<file path="src/rtl/uart_apb_pkg.sv">
package uart_apb_pkg;
  localparam int ADDR_W = 5;

  localparam logic [ADDR_W-1:0] A_LINE = 5'h00;
  localparam logic [ADDR_W-1:0] A_ENBL = 5'h01;
  localparam logic [ADDR_W-1:0] A_BAUD = 5'h02;
  localparam logic [ADDR_W-1:0] A_STAT = 5'h03;
  localparam logic [ADDR_W-1:0] A_RXD  = 5'h04;
  localparam logic [ADDR_W-1:0] A_TXD  = 5'h05;

  localparam int N_FLAGS   = 6;
  localparam int F_RXDONE  = 0;
  localparam int F_TXDONE  = 1;
  localparam int F_PARERR  = 2;
  localparam int F_STOPERR = 3;
  localparam int F_RXFULL  = 4;
  localparam int F_TXEMPTY = 5;

  localparam int ENBL_W  = 9;
  localparam int B_SRST  = 6;
  localparam int B_RXHLT = 7;
  localparam int B_TXHLT = 8;

  typedef struct packed {
    logic [1:0] parity;
    logic [1:0] stop;
    logic [1:0] word;
  } line_ctrl_t;
endpackage

</file>
<file path="src/rtl/uart_byte_fifo.sv">
module uart_byte_fifo #(
  parameter int WIDTH = 8,
  parameter int DEPTH = 4,
  localparam int CW   = $clog2(DEPTH + 1)
) (
  input  logic             clk_i,
  input  logic             rst_ni,
  input  logic             clear_i,
  input  logic             push_i,
  input  logic [WIDTH-1:0] data_i,
  input  logic             pop_i,
  output logic [WIDTH-1:0] data_o,
  output logic             full_o,
  output logic             empty_o,
  output logic [CW-1:0]    count_o
);
  localparam int AW = (DEPTH > 1) ? $clog2(DEPTH) : 1;
  localparam logic [AW-1:0] LAST  = AW'(DEPTH - 1);
  localparam logic [CW-1:0] FULLC = CW'(DEPTH);

  logic [WIDTH-1:0] mem_q [DEPTH];
  logic [AW-1:0]    wr_q, rd_q;
  logic [CW-1:0]    cnt_q;
  logic             push_ok, pop_ok;

  assign full_o  = (cnt_q == FULLC);
  assign empty_o = (cnt_q == '0);
  assign count_o = cnt_q;
  assign data_o  = mem_q[rd_q];
  assign push_ok = push_i && !full_o && !clear_i;
  assign pop_ok  = pop_i && !empty_o && !clear_i;

  always_ff @(posedge clk_i) begin
    if (push_ok) mem_q[wr_q] <= data_i;
  end

  always_ff @(posedge clk_i or negedge rst_ni) begin
    if (!rst_ni) begin
      wr_q  <= '0;
      rd_q  <= '0;
      cnt_q <= '0;
    end else if (clear_i) begin
      wr_q  <= '0;
      rd_q  <= '0;
      cnt_q <= '0;
    end else begin
      if (push_ok) wr_q <= (wr_q == LAST) ? '0 : wr_q + 1'b1;
      if (pop_ok)  rd_q <= (rd_q == LAST) ? '0 : rd_q + 1'b1;
      case ({push_ok, pop_ok})
        2'b10:   cnt_q <= cnt_q + 1'b1;
        2'b01:   cnt_q <= cnt_q - 1'b1;
        default: cnt_q <= cnt_q;
      endcase
    end
  end

  assert_no_overflow_R3: assert property (@(posedge clk_i) disable iff (!rst_ni)
    (push_i && full_o && !pop_i && !clear_i) |=> (count_o == FULLC));

  assert_no_underflow_R4: assert property (@(posedge clk_i) disable iff (!rst_ni)
    (pop_i && empty_o && !push_i && !clear_i) |=> empty_o);
endmodule

</file>
<file path="src/rtl/uart_flag_bank.sv">
module uart_flag_bank #(
  parameter int N = 6
) (
  input  logic         clk_i,
  input  logic         rst_ni,
  input  logic         clr_all_i,
  input  logic [N-1:0] set_i,
  input  logic [N-1:0] clr_i,
  output logic [N-1:0] flags_o
);
  for (genvar g = 0; g < N; g++) begin : g_flag
    logic flag_q;

    // soft clear > hardware set > software clear
    always_ff @(posedge clk_i or negedge rst_ni) begin
      if (!rst_ni)           flag_q <= 1'b0;
      else if (clr_all_i)    flag_q <= 1'b0;
      else if (set_i[g])     flag_q <= 1'b1;
      else if (clr_i[g])     flag_q <= 1'b0;
    end
    assign flags_o[g] = flag_q;

    assert_set_wins_R5: assert property (@(posedge clk_i) disable iff (!rst_ni)
      (set_i[g] && !clr_all_i) |=> flags_o[g]);

    assert_clear_R5: assert property (@(posedge clk_i) disable iff (!rst_ni)
      (clr_i[g] && !set_i[g]) |=> !flags_o[g]);
  end
endmodule

</file>
<file path="src/rtl/uart_apb_regs.sv">
module uart_apb_regs
  import uart_apb_pkg::*;
#(
  parameter int BUS_W      = 32,
  parameter int DATA_W     = 8,
  parameter int FIFO_DEPTH = 4
) (
  input  logic              clk_i,
  input  logic              rst_ni,
  input  logic              psel_i,
  input  logic              penable_i,
  input  logic              pwrite_i,
  input  logic [ADDR_W-1:0] paddr_i,
  input  logic [BUS_W-1:0]  pwdata_i,
  output logic [BUS_W-1:0]  prdata_o,
  output logic              irq_no,
  output logic [1:0]        word_sel_o,
  output logic [1:0]        stop_sel_o,
  output logic [1:0]        parity_sel_o,
  output logic [BUS_W-1:0]  baud_div_o,
  output logic              rx_halt_o,
  output logic              tx_halt_o,
  output logic              soft_rst_o,
  output logic              tx_valid_o,
  output logic [DATA_W-1:0] tx_data_o,
  input  logic              tx_pop_i,
  input  logic              rx_push_i,
  input  logic [DATA_W-1:0] rx_data_i,
  input  logic              rx_done_evt_i,
  input  logic              tx_done_evt_i,
  input  logic              parity_err_evt_i,
  input  logic              stop_err_evt_i
);
  localparam int CW = $clog2(FIFO_DEPTH + 1);
  localparam logic [CW-1:0] ALMOST = CW'(FIFO_DEPTH - 1);
  localparam logic [CW-1:0] ONE    = CW'(1);
  localparam logic [ENBL_W-1:0] ENBL_RST = ENBL_W'(9'h03F);

  line_ctrl_t        line_q;
  logic [ENBL_W-1:0] enbl_q;
  logic [BUS_W-1:0]  baud_q;
  logic              srst_q;

  logic wr_en, rd_acc;
  logic wr_line, wr_enbl, wr_baud, wr_stat, wr_txd, rd_rxd;

  logic [DATA_W-1:0] rx_head;
  logic              rx_full, rx_empty, tx_full, tx_empty;
  logic [CW-1:0]     rx_cnt, tx_cnt;

  logic [N_FLAGS-1:0] flag_set, flag_clr, flags;

  assign wr_en   = psel_i && penable_i && pwrite_i;
  assign rd_acc  = psel_i && penable_i && !pwrite_i;
  assign wr_line = wr_en && (paddr_i == A_LINE);
  assign wr_enbl = wr_en && (paddr_i == A_ENBL);
  assign wr_baud = wr_en && (paddr_i == A_BAUD);
  assign wr_stat = wr_en && (paddr_i == A_STAT);
  assign wr_txd  = wr_en && (paddr_i == A_TXD);
  assign rd_rxd  = rd_acc && (paddr_i == A_RXD);

  always_ff @(posedge clk_i or negedge rst_ni) begin
    if (!rst_ni) begin
      line_q <= '0;
      enbl_q <= ENBL_RST;
      baud_q <= '0;
      srst_q <= 1'b0;
    end else begin
      srst_q <= wr_enbl && pwdata_i[B_SRST];
      if (wr_line) line_q <= pwdata_i[5:0];
      if (wr_enbl) enbl_q <= {pwdata_i[B_TXHLT:B_RXHLT], 1'b0, pwdata_i[5:0]};
      if (wr_baud) baud_q <= pwdata_i;
    end
  end

  uart_byte_fifo #(.WIDTH(DATA_W), .DEPTH(FIFO_DEPTH)) u_tx_fifo (
    .clk_i   (clk_i),
    .rst_ni  (rst_ni),
    .clear_i (srst_q),
    .push_i  (wr_txd),
    .data_i  (pwdata_i[DATA_W-1:0]),
    .pop_i   (tx_pop_i),
    .data_o  (tx_data_o),
    .full_o  (tx_full),
    .empty_o (tx_empty),
    .count_o (tx_cnt)
  );

  uart_byte_fifo #(.WIDTH(DATA_W), .DEPTH(FIFO_DEPTH)) u_rx_fifo (
    .clk_i   (clk_i),
    .rst_ni  (rst_ni),
    .clear_i (srst_q),
    .push_i  (rx_push_i),
    .data_i  (rx_data_i),
    .pop_i   (rd_rxd),
    .data_o  (rx_head),
    .full_o  (rx_full),
    .empty_o (rx_empty),
    .count_o (rx_cnt)
  );

  always_comb begin
    flag_set            = '0;
    flag_clr            = '0;
    flag_set[F_RXDONE]  = rx_done_evt_i;
    flag_set[F_TXDONE]  = tx_done_evt_i;
    flag_set[F_PARERR]  = parity_err_evt_i;
    flag_set[F_STOPERR] = stop_err_evt_i;
    // queue-level flags fire on the transition, not the level
    flag_set[F_RXFULL]  = rx_push_i && (rx_cnt == ALMOST) && !rd_rxd;
    flag_set[F_TXEMPTY] = tx_pop_i && (tx_cnt == ONE) && !wr_txd;
    for (int k = 0; k <= F_STOPERR; k++) flag_clr[k] = wr_stat && !pwdata_i[k];
    flag_clr[F_RXFULL]  = rd_rxd;
    flag_clr[F_TXEMPTY] = wr_txd;
  end

  uart_flag_bank #(.N(N_FLAGS)) u_flags (
    .clk_i     (clk_i),
    .rst_ni    (rst_ni),
    .clr_all_i (srst_q),
    .set_i     (flag_set),
    .clr_i     (flag_clr),
    .flags_o   (flags)
  );

  assign irq_no = ~|(flags & ~enbl_q[N_FLAGS-1:0]);

  always_comb begin
    prdata_o = '0;
    if (psel_i && !pwrite_i) begin
      case (paddr_i)
        A_LINE:  prdata_o = BUS_W'(line_q);
        A_ENBL:  prdata_o = BUS_W'(enbl_q);
        A_BAUD:  prdata_o = baud_q;
        A_STAT:  prdata_o = BUS_W'({flags[F_TXEMPTY], tx_full, rx_empty, flags[F_RXFULL],
                                    flags[F_STOPERR:F_RXDONE]});
        A_RXD:   prdata_o = rx_empty ? '0 : BUS_W'(rx_head);
        default: prdata_o = '0;
      endcase
    end
  end

  assign word_sel_o   = line_q.word;
  assign stop_sel_o   = line_q.stop;
  assign parity_sel_o = line_q.parity;
  assign baud_div_o   = baud_q;
  assign rx_halt_o    = enbl_q[B_RXHLT];
  assign tx_halt_o    = enbl_q[B_TXHLT];
  assign soft_rst_o   = srst_q;
  assign tx_valid_o   = !tx_empty;

  assert_cfg_hold_R2: assert property (@(posedge clk_i) disable iff (!rst_ni)
    !wr_en |=> ($stable(baud_q) && $stable(line_q) && $stable(enbl_q)));

  assert_srst_flush_R9: assert property (@(posedge clk_i) disable iff (!rst_ni)
    srst_q |=> (rx_cnt == '0 && tx_cnt == '0 && flags == '0));
endmodule

</file>
<file path="config.mk">
export PLATFORM = sky130hd
export DESIGN_NAME = uart_apb_regs
export DESIGN_NICKNAME = d
export VERILOG_FILES = /design/src/rtl/uart_apb_pkg.sv /design/src/rtl/uart_byte_fifo.sv /design/src/rtl/uart_flag_bank.sv /design/src/rtl/uart_apb_regs.sv
export SDC_FILE = /design/constraint.sdc
export NUM_CORES = 1
export LEC_CHECK = 0
export BUFFER_PORTS_ARGS = -buffer_cell sky130_fd_sc_hd__buf_4
export CAP_MARGIN = 25
export CORE_MARGIN = 2
export CORE_UTILIZATION = 59
export CTS_CLUSTER_DIAMETER = 50
export DETAILED_ROUTE_END_ITERATION = 10
export PLACE_DENSITY = 0.84
export SYNTH_ARGS = -nofsm -noshare
export SYNTH_HDL_FRONTEND = slang
export SYNTH_HIERARCHICAL = 1
export SYNTH_SLANG_ARGS = --single-unit
</file>
<file path="constraint.sdc">
create_clock -name clk_i -period 4.3 [get_ports clk_i]
set_clock_uncertainty 0.2 [all_clocks]
set_input_delay 0.215 -clock clk_i [delete_from_list [all_inputs] [get_ports clk_i]]
set_output_delay 0.215 -clock clk_i [all_outputs]
set_load 0.02 [all_outputs]
</file>
==> flow_metrics.py <==
metrics = {
    "grt": {
        "grt_pass1_vias": 4495,
        "track_usage_pct": 27.9,
        "grt_pass1_wl_microns": 23800,
        "grt_max_degree": 68,
        "globalRouteOverflowTotal": 0,
        "antenna_found_initial": 0,
    },
    "synth": {
        "ys_types": 56,
        "syn_nets": 523,
        "synth-seq-cells": 131,
        "yosysSeqAreaShare_pct": 56.6,
        "yosys.area_share.adder_pct": 2.59,
        "syn_area_per_cell_sq_um": 14.0,
        "synth_top_family_by_area": "multiplexers",
        "ys.flop_type": "edfxtp_1",
        "synth_mux_area_share_pct": 17.8,
        "synth_edf_count": 64,
        "yosys.area_share.simple_pct": 11.4,
        "synth_compound_area_share_pct": 6.56,
        "async_flop_share_pct": 51.1,
        "synthesis.instances": 455,
        "netlist_area_sq_um": 6370,
        "synth_warnings": 6,
        "synth_xor_area_share_pct": 0.275,
    },
    "job": {
        "cap_viol_max_count": 0,
    },
    "clock_tree": {
        "clk_pin_slew_ns": 0.06,
        "clk_latency_ns": 0.54,
        "clk_path_buf_depth": 2,
        "cts_resized": 0,
        "cts_sinks": 131,
        "cts_buffers": 17,
        "htreeDepth": 4,
        "clock_tree.root_cell": "clkbuf_8",
        "cts_tree": "built",
    },
    "sta": {
        "slew_headroom_pct": 42.9,
        "max_freq_ghz": 0.344,
        "final-hold-violation-count": 0,
        "rsz0062_at_grt": "no",
        "final-max-slew-violation-count": 0,
        "setup_viol": 0,
        "whs_ns": 0.120,
        "fin_crit_sh_pct": 67.6,
        "tns_ns": 0,
        "tightest_slew_ns": 0.857,
        "fin_crit_ns": 2.91,
    },
    "worst_setup_path": {
        "start_kind": "flip-flop",
        "cp.required_ns": 3.88,
        "end_kind": "output port",
        "cp.arrival_ns": 2.49,
        "worst-path-max-fanout": 11,
        "worst-setup-path-type": "reg -> out",
    },
    "finish": {
        "fill_cells": 556,
        "final_common_cell": "buf_4",
        "final_nets": 699,
        "insertedDiodeCount": 0,
        "drive_above_1_share_pct": 39.0,
        "area_growth_pct": 32.8,
        "most-common-layout-cells": "buf_4, edfxtp_1, dfrtp_1",
    },
    "hold_path": {
        "hold_path.class": "in -> async",
    },
    "floorplan": {
        "design.die.area_sq_um": 11600,
        "die_w_microns": 108,
        "dieHeight_microns": 108,
        "rows": 37,
        "ioPinCount": 139,
        "start_util_pct": 61.2,
        "core_sq_um": 10400,
    },
    "power": {
        "p_sw_share_pct": 28.5,
        "p_clk_share_pct": 35.9,
        "p_sw_w": 0.00110,
        "internal_power_w": 0.00275,
        "leakagePower_nw": 3.69,
        "p_per_area_nw_per_um2": 455,
        "vdd_ir_drop_max_mv": 0.378,
        "pwr-share-seq_pct": 42.7,
        "pwr-share-comb_pct": 21.4,
    },
    "route": {
        "drc": 0,
        "vias": 4483,
        "wire_per_inst_microns": 19.9,
        "wl_microns": 15500,
        "via_per_inst": 5.75,
        "drt_iter0_drc": 333,
        "first_pass_iters": 5,
        "drtAntennaViolNets": 0,
    },
    "place": {
        "hpwl_microns": 10200,
        "place.gp.congestion": 0.796,
        "portBuffers": 138,
    },
    "run_status": {
        "status": "complete, no violations",
    },
}
cells by family after synthesis:
family / Yosys count
flip-flops: 131
AND/OR/NAND/NOR: 112
multiplexers: 80
AO/OA/AOI/OAI: 60
buffers and inverters: 58
adder cells (fa/ha/maj): 12
XOR/XNOR: 2
flip-flops by register name, summed over array words and instances (netlist names), 3 cells and up:
signal / flops
u_flags/g_flag.flag_q: 6
enbl_q: 8
u_rx_fifo/mem_q: 32
u_rx_fifo/count_o: 3
u_tx_fifo/count_o: 3
baud_div_o: 32
u_tx_fifo/mem_q: 32
path summary, 6_finish.rpt:
kind                                                       start                          endpoint  slack (ns)  cells past startpoint
worst max-delay path            u_rx_fifo/count_o[0]$_DFFE_PN0P_                       prdata_o[3]        1.39                      5
worst min-delay path                                      rst_ni        baud_div_o[18]$_DFFE_PN0P_        0.12                      2
worst max register to register  u_tx_fifo/count_o[0]$_DFFE_PN0P_  u_tx_fifo/count_o[1]$_DFFE_PN0P_        1.62                      7
worst min register to register         word_sel_o[0]$_DFFE_PN0P_         word_sel_o[0]$_DFFE_PN0P_        0.34                      1
max in group asynchronous                                 rst_ni     u_tx_fifo/wr_q[0]$_DFFE_PN0P_        3.21                      2
min in group clk_i                                        psel_i              soft_rst_o$_DFF_PN0_        0.20                      4
worst max-delay path, cell delays in order, from the launching register on:
cell and delay (ns):
dfrtp_1 0.57, nor3_1 0.16, nor2_1 0.48, nand3_1 0.15, a211oi_1 0.38, buf_4 0.22
routing by layer:
metal  GRT usage (%)  vias up  wire length [microns]
li1                -     2025                      -
met1            34.9     2264                   6100
met2            47.5      170                   8330
met3            7.69       24                    849
met4            8.61        0                    223
met5               0        -                      0
stage by stage:
step           util (%)  power (W)  std cells  area [sq um]  setup slack, ns
6_report           81.2    0.00385        780          8460             1.39
5_1_grt            81.2    0.00401        780          8460             1.19
4_1_cts            81.1    0.00385        779          8450             1.45
3_5_place_dp       70.9    0.00244        698          7390             1.35
3_3_place_gp       70.9    0.00239        698          7390             1.46
2_1_floorplan         -    0.00218        455          6370             1.59
Yosys cell counts, drive strengths merged, types with 3 or more instances:
master  count  area, sq um
edfxtp     64         1920
dfrtp      61         1530
mux2       48          616
and2       32          200
buf        29          194
inv        24         90.1
nor2       17         63.8
mux2i      16          160
mux4       16          360
nor3       15          114
a21oi      14         70.1
nand2b     11          114
nand3      11         55.1
a211oi     10         75.1
ha         10          125
nand2       8         30.0
o22a        7         61.3
dfstp       6          158
o21ai       6         30.0
o22ai       6         37.5
clkbuf      5         18.8
o31ai       3         27.5
cell type report:
cell class / count / area [sq um] / share of cell area (%)
Inverter: 24 / 90.1 / 1.06
Multi-Input combinational cell: 266 / 2460 / 29.1
Timing Repair Buffer: 191 / 1560 / 18.4
Tap cell: 136 / 170 / 2.01
Clock buffer: 28 / 527 / 6.23
Clock inverter: 4 / 45.0 / 0.532
Sequential cell: 131 / 3610 / 42.6
repair_timing:
item | CTS | global route
hold buffers | 49 | 0
buffers inserted | 0 | 0
hold endpoints to repair | 188 | 0
power groups by stage:
stage          combinational, W  sequential [W]  clock (W)
5_1_grt                0.000883         0.00167    0.00145
4_1_cts                0.000819         0.00164    0.00139
3_5_place_dp           0.000777         0.00166          0
2_1_floorplan          0.000602         0.00158          0
3_3_place_gp           0.000739         0.00165          0
6_report               0.000824         0.00165    0.00138
Power figures use the tool's default switching activity.
